===== src/rtl/irq_vc_pkg.sv =====
package irq_vc_pkg;
  localparam int DW   = 8;
  localparam int NSRC = 2 * DW;
  localparam int IDW  = $clog2(NSRC);
  localparam int AW   = 4;
  localparam int VEC_MODE_BIT = 3;
  localparam int VBW  = DW - IDW;

  localparam logic [AW-2:0] SEL_EN   = 3'd0;
  localparam logic [AW-2:0] SEL_PEND = 3'd1;
  localparam logic [AW-2:0] SEL_ISR  = 3'd2;
  localparam logic [AW-2:0] SEL_MASK = 3'd3;
  localparam logic [AW-1:0] ADDR_VEC = 4'd8;

  // index of the highest set bit (0 when none)
  function automatic logic [IDW-1:0] top_index(input logic [NSRC-1:0] v);
    logic [IDW-1:0] r;
    r = '0;
    for (int i = 0; i < NSRC; i++)
      if (v[i]) r = IDW'(i);
    return r;
  endfunction

  // ones at every position at or above idx
  function automatic logic [NSRC-1:0] at_or_above(input logic [IDW-1:0] idx);
    logic [NSRC-1:0] r;
    for (int i = 0; i < NSRC; i++)
      r[i] = (i >= int'(idx));
    return r;
  endfunction

  // AND mask for a byte-lane write; all ones when not hit
  function automatic logic [NSRC-1:0] lane_and(input logic hit, input logic lane,
                                               input logic [DW-1:0] d);
    logic [NSRC-1:0] r;
    r = '1;
    if (hit) begin
      if (lane) r[NSRC-1:DW] = d;
      else      r[DW-1:0]    = d;
    end
    return r;
  endfunction

  // byte-lane replace
  function automatic logic [NSRC-1:0] lane_put(input logic [NSRC-1:0] old, input logic hit,
                                               input logic lane, input logic [DW-1:0] d);
    logic [NSRC-1:0] r;
    r = old;
    if (hit) begin
      if (lane) r[NSRC-1:DW] = d;
      else      r[DW-1:0]    = d;
    end
    return r;
  endfunction
endpackage


===== src/rtl/irq_vc_resolve.sv =====
module irq_vc_resolve
  import irq_vc_pkg::*;
(
  input  logic [NSRC-1:0] pend,
  input  logic [NSRC-1:0] mask,
  input  logic [NSRC-1:0] isr,
  input  logic            sw_eoi,
  output logic [NSRC-1:0] eligible,
  output logic            any_eligible,
  output logic [IDW-1:0]  win_idx
);
  logic [NSRC-1:0] floor_mask;

  always_comb begin
    if (sw_eoi && (|isr)) floor_mask = at_or_above(top_index(isr));
    else                  floor_mask = '1;
    eligible     = pend & mask & floor_mask;
    any_eligible = |eligible;
    win_idx      = top_index(eligible);
  end
endmodule


===== src/rtl/irq_vc_regs.sv =====
module irq_vc_regs
  import irq_vc_pkg::*;
(
  input  logic            clk,
  input  logic            rst_n,
  input  logic            wr_en,
  input  logic [AW-1:0]   wr_addr,
  input  logic [DW-1:0]   wr_data,
  input  logic [NSRC-1:0] src_evt,
  input  logic            ack_take,
  input  logic [IDW-1:0]  ack_idx,
  output logic [NSRC-1:0] en_q,
  output logic [NSRC-1:0] pend_q,
  output logic [NSRC-1:0] mask_q,
  output logic [NSRC-1:0] isr_q,
  output logic [DW-1:0]   vec_q
);
  logic            lane;
  logic [AW-2:0]   sel;
  logic            hit_en, hit_pend, hit_isr, hit_mask, hit_vec;
  logic [NSRC-1:0] ack_onehot;
  logic [NSRC-1:0] en_n, pend_n, mask_n, isr_n;

  assign lane = wr_addr[0];
  assign sel  = wr_addr[AW-1:1];

  always_comb begin
    hit_en   = wr_en && (sel == SEL_EN);
    hit_pend = wr_en && (sel == SEL_PEND);
    hit_isr  = wr_en && (sel == SEL_ISR);
    hit_mask = wr_en && (sel == SEL_MASK);
    hit_vec  = wr_en && (wr_addr == ADDR_VEC);
    ack_onehot = ack_take ? (NSRC'(1) << ack_idx) : '0;

    en_n   = lane_put(en_q, hit_en, lane, wr_data);
    mask_n = lane_put(mask_q, hit_mask, lane, wr_data);
    pend_n = ((pend_q & lane_and(hit_pend, lane, wr_data) & ~ack_onehot)
              | (src_evt & en_q)) & en_n;
    isr_n  = (isr_q & lane_and(hit_isr, lane, wr_data))
             | (vec_q[VEC_MODE_BIT] ? ack_onehot : '0);
  end

  always_ff @(posedge clk or negedge rst_n) begin
    if (!rst_n) begin
      en_q   <= '0;
      pend_q <= '0;
      mask_q <= '0;
      isr_q  <= '0;
      vec_q  <= '0;
    end else begin
      en_q   <= en_n;
      pend_q <= pend_n;
      mask_q <= mask_n;
      isr_q  <= isr_n;
      if (hit_vec) vec_q <= wr_data;
    end
  end
endmodule


===== src/rtl/irq_vector_ctrl.sv =====
module irq_vector_ctrl
  import irq_vc_pkg::*;
(
  input  logic            clk,
  input  logic            rst_n,
  input  logic [15:0]     src_evt,
  input  logic            reg_we,
  input  logic [3:0]      reg_addr,
  input  logic [7:0]      reg_wdata,
  output logic [7:0]      reg_rdata,
  input  logic            ack_strobe,
  output logic [7:0]      ack_vector,
  output logic            ack_none,
  output logic            irq_out
);
  logic [NSRC-1:0] en_q, pend_q, mask_q, isr_q, eligible;
  logic [DW-1:0]   vec_q;
  logic            any_eligible, ack_take, sw_eoi;
  logic [IDW-1:0]  win_idx;

  assign sw_eoi   = vec_q[VEC_MODE_BIT];
  assign ack_take = ack_strobe && any_eligible;

  irq_vc_regs u_regs (
    .clk(clk), .rst_n(rst_n),
    .wr_en(reg_we), .wr_addr(reg_addr), .wr_data(reg_wdata),
    .src_evt(src_evt), .ack_take(ack_take), .ack_idx(win_idx),
    .en_q(en_q), .pend_q(pend_q), .mask_q(mask_q), .isr_q(isr_q), .vec_q(vec_q)
  );

  irq_vc_resolve u_resolve (
    .pend(pend_q), .mask(mask_q), .isr(isr_q), .sw_eoi(sw_eoi),
    .eligible(eligible), .any_eligible(any_eligible), .win_idx(win_idx)
  );

  assign irq_out    = any_eligible;
  assign ack_none   = ack_strobe && !any_eligible;
  assign ack_vector = ack_take ? {vec_q[DW-1:IDW], win_idx} : '0;

  always_comb begin
    unique case (reg_addr)
      4'd0:    reg_rdata = en_q[DW-1:0];
      4'd1:    reg_rdata = en_q[NSRC-1:DW];
      4'd2:    reg_rdata = pend_q[DW-1:0];
      4'd3:    reg_rdata = pend_q[NSRC-1:DW];
      4'd4:    reg_rdata = isr_q[DW-1:0];
      4'd5:    reg_rdata = isr_q[NSRC-1:DW];
      4'd6:    reg_rdata = mask_q[DW-1:0];
      4'd7:    reg_rdata = mask_q[NSRC-1:DW];
      ADDR_VEC: reg_rdata = vec_q;
      default: reg_rdata = '0;
    endcase
  end
endmodule


===== config.mk =====
export PLATFORM = sky130hd
export DESIGN_NAME = irq_vector_ctrl
export DESIGN_NICKNAME = d
export VERILOG_FILES = /design/src/rtl/irq_vc_pkg.sv /design/src/rtl/irq_vc_resolve.sv /design/src/rtl/irq_vc_regs.sv /design/src/rtl/irq_vector_ctrl.sv
export SDC_FILE = /design/constraint.sdc
export NUM_CORES = 1
export LEC_CHECK = 0
export BUFFER_PORTS_ARGS = -buffer_cell sky130_fd_sc_hd__buf_2
export CAP_MARGIN = 10
export CORE_ASPECT_RATIO = 2
export CORE_UTILIZATION = 50
export CTS_CLUSTER_DIAMETER = 200
export DETAILED_ROUTE_END_ITERATION = 8
export PLACE_DENSITY = 0.7
export REMOVE_ABC_BUFFERS = 1
export SLEW_MARGIN = 5
export SYNTH_ARGS = -nofsm -noshare
export SYNTH_HDL_FRONTEND = slang
export SYNTH_HIERARCHICAL = 1
export SYNTH_SLANG_ARGS = --single-unit

===== constraint.sdc =====
create_clock -name clk -period 5.5 [get_ports clk]
set_clock_uncertainty 0.15 [all_clocks]
set_input_delay 0.275 -clock clk [delete_from_list [all_inputs] [get_ports clk]]
set_output_delay 0.275 -clock clk [all_outputs]
set_load 0.1 [all_outputs]

==> results.md <==
Run status:
- The run finished, with violations left.
- The checks that failed: negative hold slack.

Setup path:
- The worst setup path is launched from a flip-flop.
- STA classifies the critical path endpoint as an output pin.
- The critical path's largest stage delay is 0.81 ns.
- The critical path is of the reg -> out type.
- Data arrives at the worst endpoint at just under 4 ns.
- The maximum fanout encountered on the critical timing path is 9.
- Broken down by cell family, the worst path's largest delay share belongs to compound AO/OA/AOI/OAI gates.
- Traced cell by cell, the critical path runs through nor4_1 > a41oi_1 > a21o_1 > a31oi_2 > a311oi_1 > o31ai_1 > and3_1 > buf_2.
- Data on the critical path is required at its endpoint by between 5 and 6 ns.
- Counting both buffers and inverters, the worst setup path holds a total of 1.
- The cell at the slowest stage of the critical path is o31ai_1.

Finish:
- Of the cells placed in the final design, the portion with a size suffix greater than 1 is 0.2620.
- For this run, the number of standard cells in the final layout without fillers is between 600 and 700.
- The layout net count is 550.
- The total of fill cells in the finished design is 812.
- The area of all placed cells without fillers is 5253 µm².
- Relative to the synthesized area, the layout overhead comes to 12.85%.
- The number of diodes is 0.
- The post-route core utilization is 0.5828.

Clocking:
- The number of clock sinks is 72.
- The library cell used as clock root buffer is clkbuf_16.
- Clock-pin slew was measured on the worst setup and hold paths at 0.06 ns.
- The number of buffers inserted for hold repair after clock tree synthesis is 0.
- The number of CTS-inserted buffers is 9.
- The number of levels in the clock H-tree is 3.
- The post-CTS setup buffer count is 0.
- No sink is reached through more buffers than the 2 on the longest clock path.
- In this run, post-CTS repair resized a total of 0 instances.
- TritonCTS built the clock tree.
- At the later pin of the worst-skew pair, clock insertion delay measures around 0.34 ns.

Job:
- Max-cap violations in this run came to 0.

STA:
- For the finished layout, the period the worst path requires is 4.332 ns.
- For the pin with the worst max-slew slack, the measured transition is 1.300 ns.
- The total count of hold-check failures in the final report is 3.
- Setup repair after global routing left no endpoint under its margin.
- The summed negative setup slack over all endpoints is 0 ns.
- The number of pins with negative max-slew slack in the final report is 0.
- Dividing the final minimum period by the clock period gives 0.7877.
- The maximum achievable frequency is 230.8 MHz.
- Headroom to the max-slew limit came out at 0.1262.
- Setup violations remaining at the end of the flow were counted as 0.
- The worst hold margin is -0.002356 ns.

Route:
- Dividing the detail-routed via count by the number of cells gives 7.056.
- The number of remaining DRC errors is 0.
- In the final routed layout, each cell accounts on average for 24.64 µm.
- The number of optimization iterations in the first detailed-route pass is 5.
- The count of nets left with antenna violations once routing finished came out at 0.
- The detailed-route via count is about 4400.
- For this block, the routed nets add up to 15400 µm of wire.
- The iteration-0 DRC count of the detailed router is 350.

Pwr:
- In this run the power spent charging and discharging nets is 1.265 mW.
- Overall power consumption after layout is estimated at 2.733 mW.
- The highest ir drop seen on vdd is 0.2651 mV.
- The internal power component is between 1 and 1.5 mW.
- Of the total power, the clock network draws 0.245.
- The power density over the cells is 520.4 nW/µm².
- Of the total power, registers draw 0.306.
- The combinational share of power is 0.449.
- Summed over all cells, the static leakage comes to 2.237 nW.
- Of the total power, the share spent switching nets is 0.4628.

Synthesis:
- The post-synthesis area per instance is 9.737 µm².
- For this run, the number of Yosys warnings is 6.
- The cell count after synthesis came out at 478.
- The synthesized netlist occupies a cell area of 4654 µm².

Placement:
- Summing all placed instances gives a cell area of ~5000 µm².
- The cell count after placement is 609.
- The final estimated routing congestion in global placement is 1.022.
- The HPWL after detailed placement is 10990 µm.
- In this run the tool buffered the top-level ports with 49 buffer cells.

Floorplanning:
- The core region is 9012 µm².
- The height of the chip is roughly 140 µm.
- The initial utilization of the core area, before any placement, comes to 0.5165.
- The die covers a little under 10000 µm².
- The floorplan step set the die width to around 70 µm.
- The placement row count is 49.
- During I/O placement, the number of pins put on the boundary was 50.

Global routing:
- The number of global-route vias before repair is 4546.
- Entering global routing, the biggest net connects 73 pins.
- After global routing the overflow that remains totals 0.
- The first global-routing pass estimated 24250 µm of wire.
- The total global-route track usage is 0.3269.
- The initial antenna violation count came to 0.

Min path:
- The worst min-delay path class is in -> async.
## cells in the final DEF, fill, tap and decap left out, types with 14 or more instances in the layout
master     instances
o21ai_0           29
buf_2             49
a2111oi_0         14
nand2_1           33
nand3_1           14
mux2_2            51
a31oi_1           18
and3_1            17
a21oi_1           22
nor3_1            19
dfrtp_1           72
nor2_1            19
## routing by layer
metal  global-route usage  wire (µm)  vias to the layer above
met5                    0          0                        -
met4               0.2116        872                        0
met3              0.04592        982                       64
met2               0.5474       7916                      236
met1               0.3830       5628                     2173
li1                     -          -                     1937
## state kept, by name, indices dropped and copies added, names as in the netlist
name,cells
u_regs/mask_q,16
u_regs/isr_q,16
u_regs/en_q,16
u_regs/vec_q,8
u_regs/pend_q,16
## power by group through the flow
stage / Sequential [mW] / Combinational, mW / Clock [mW]
2_1_floorplan: 0.778 / 0.897 / 0
3_3_place_gp: 0.834 / 1.19 / 0
3_5_place_dp: 0.841 / 1.20 / 0
4_1_cts: 0.832 / 1.20 / 0.674
5_1_grt: 0.855 / 1.29 / 0.693
6_report: 0.836 / 1.23 / 0.670
## final timing paths
path	start	end	slack [ns]	depth (start not counted)
setup reg to reg	u_regs/isr_q[9]	u_regs/pend_q[12]	1.31	11
hold / removal	rst_n	u_regs/en_q[3]	-0.002	2
max in group asynchronous	rst_n	u_regs/en_q[4]	4.57	2
hold reg to reg	u_regs/vec_q[0]	u_regs/vec_q[0]	0.36	1
min in group clk	src_evt[14]	u_regs/pend_q[14]	0.04	3
setup / recovery	u_regs/isr_q[9]	ack_vector[1]	1.17	8
## layout make-up
cell class	count	area (µm²)	area share
well taps	102	127.6	0.02430
multi-input cells	372	2674	0.5091
clock inverters	6	107.6	0.02049
flip-flops and latches	72	1802	0.3430
clock buffers	10	229.0	0.04359
repair buffers	53	275.3	0.05241
inverters	10	37.54	0.007146
## metrics by stage
stage                     setup slack, ns  hold slack [ns]
final                               1.168        -0.002356
after global routing                1.039          0.04797
after CTS                           1.316          0.03660
after detailed placement            1.530           0.3425
after global placement              1.554           0.3301
after floorplan                    0.5244          -0.1706
Power figures use the tool's default switching activity.
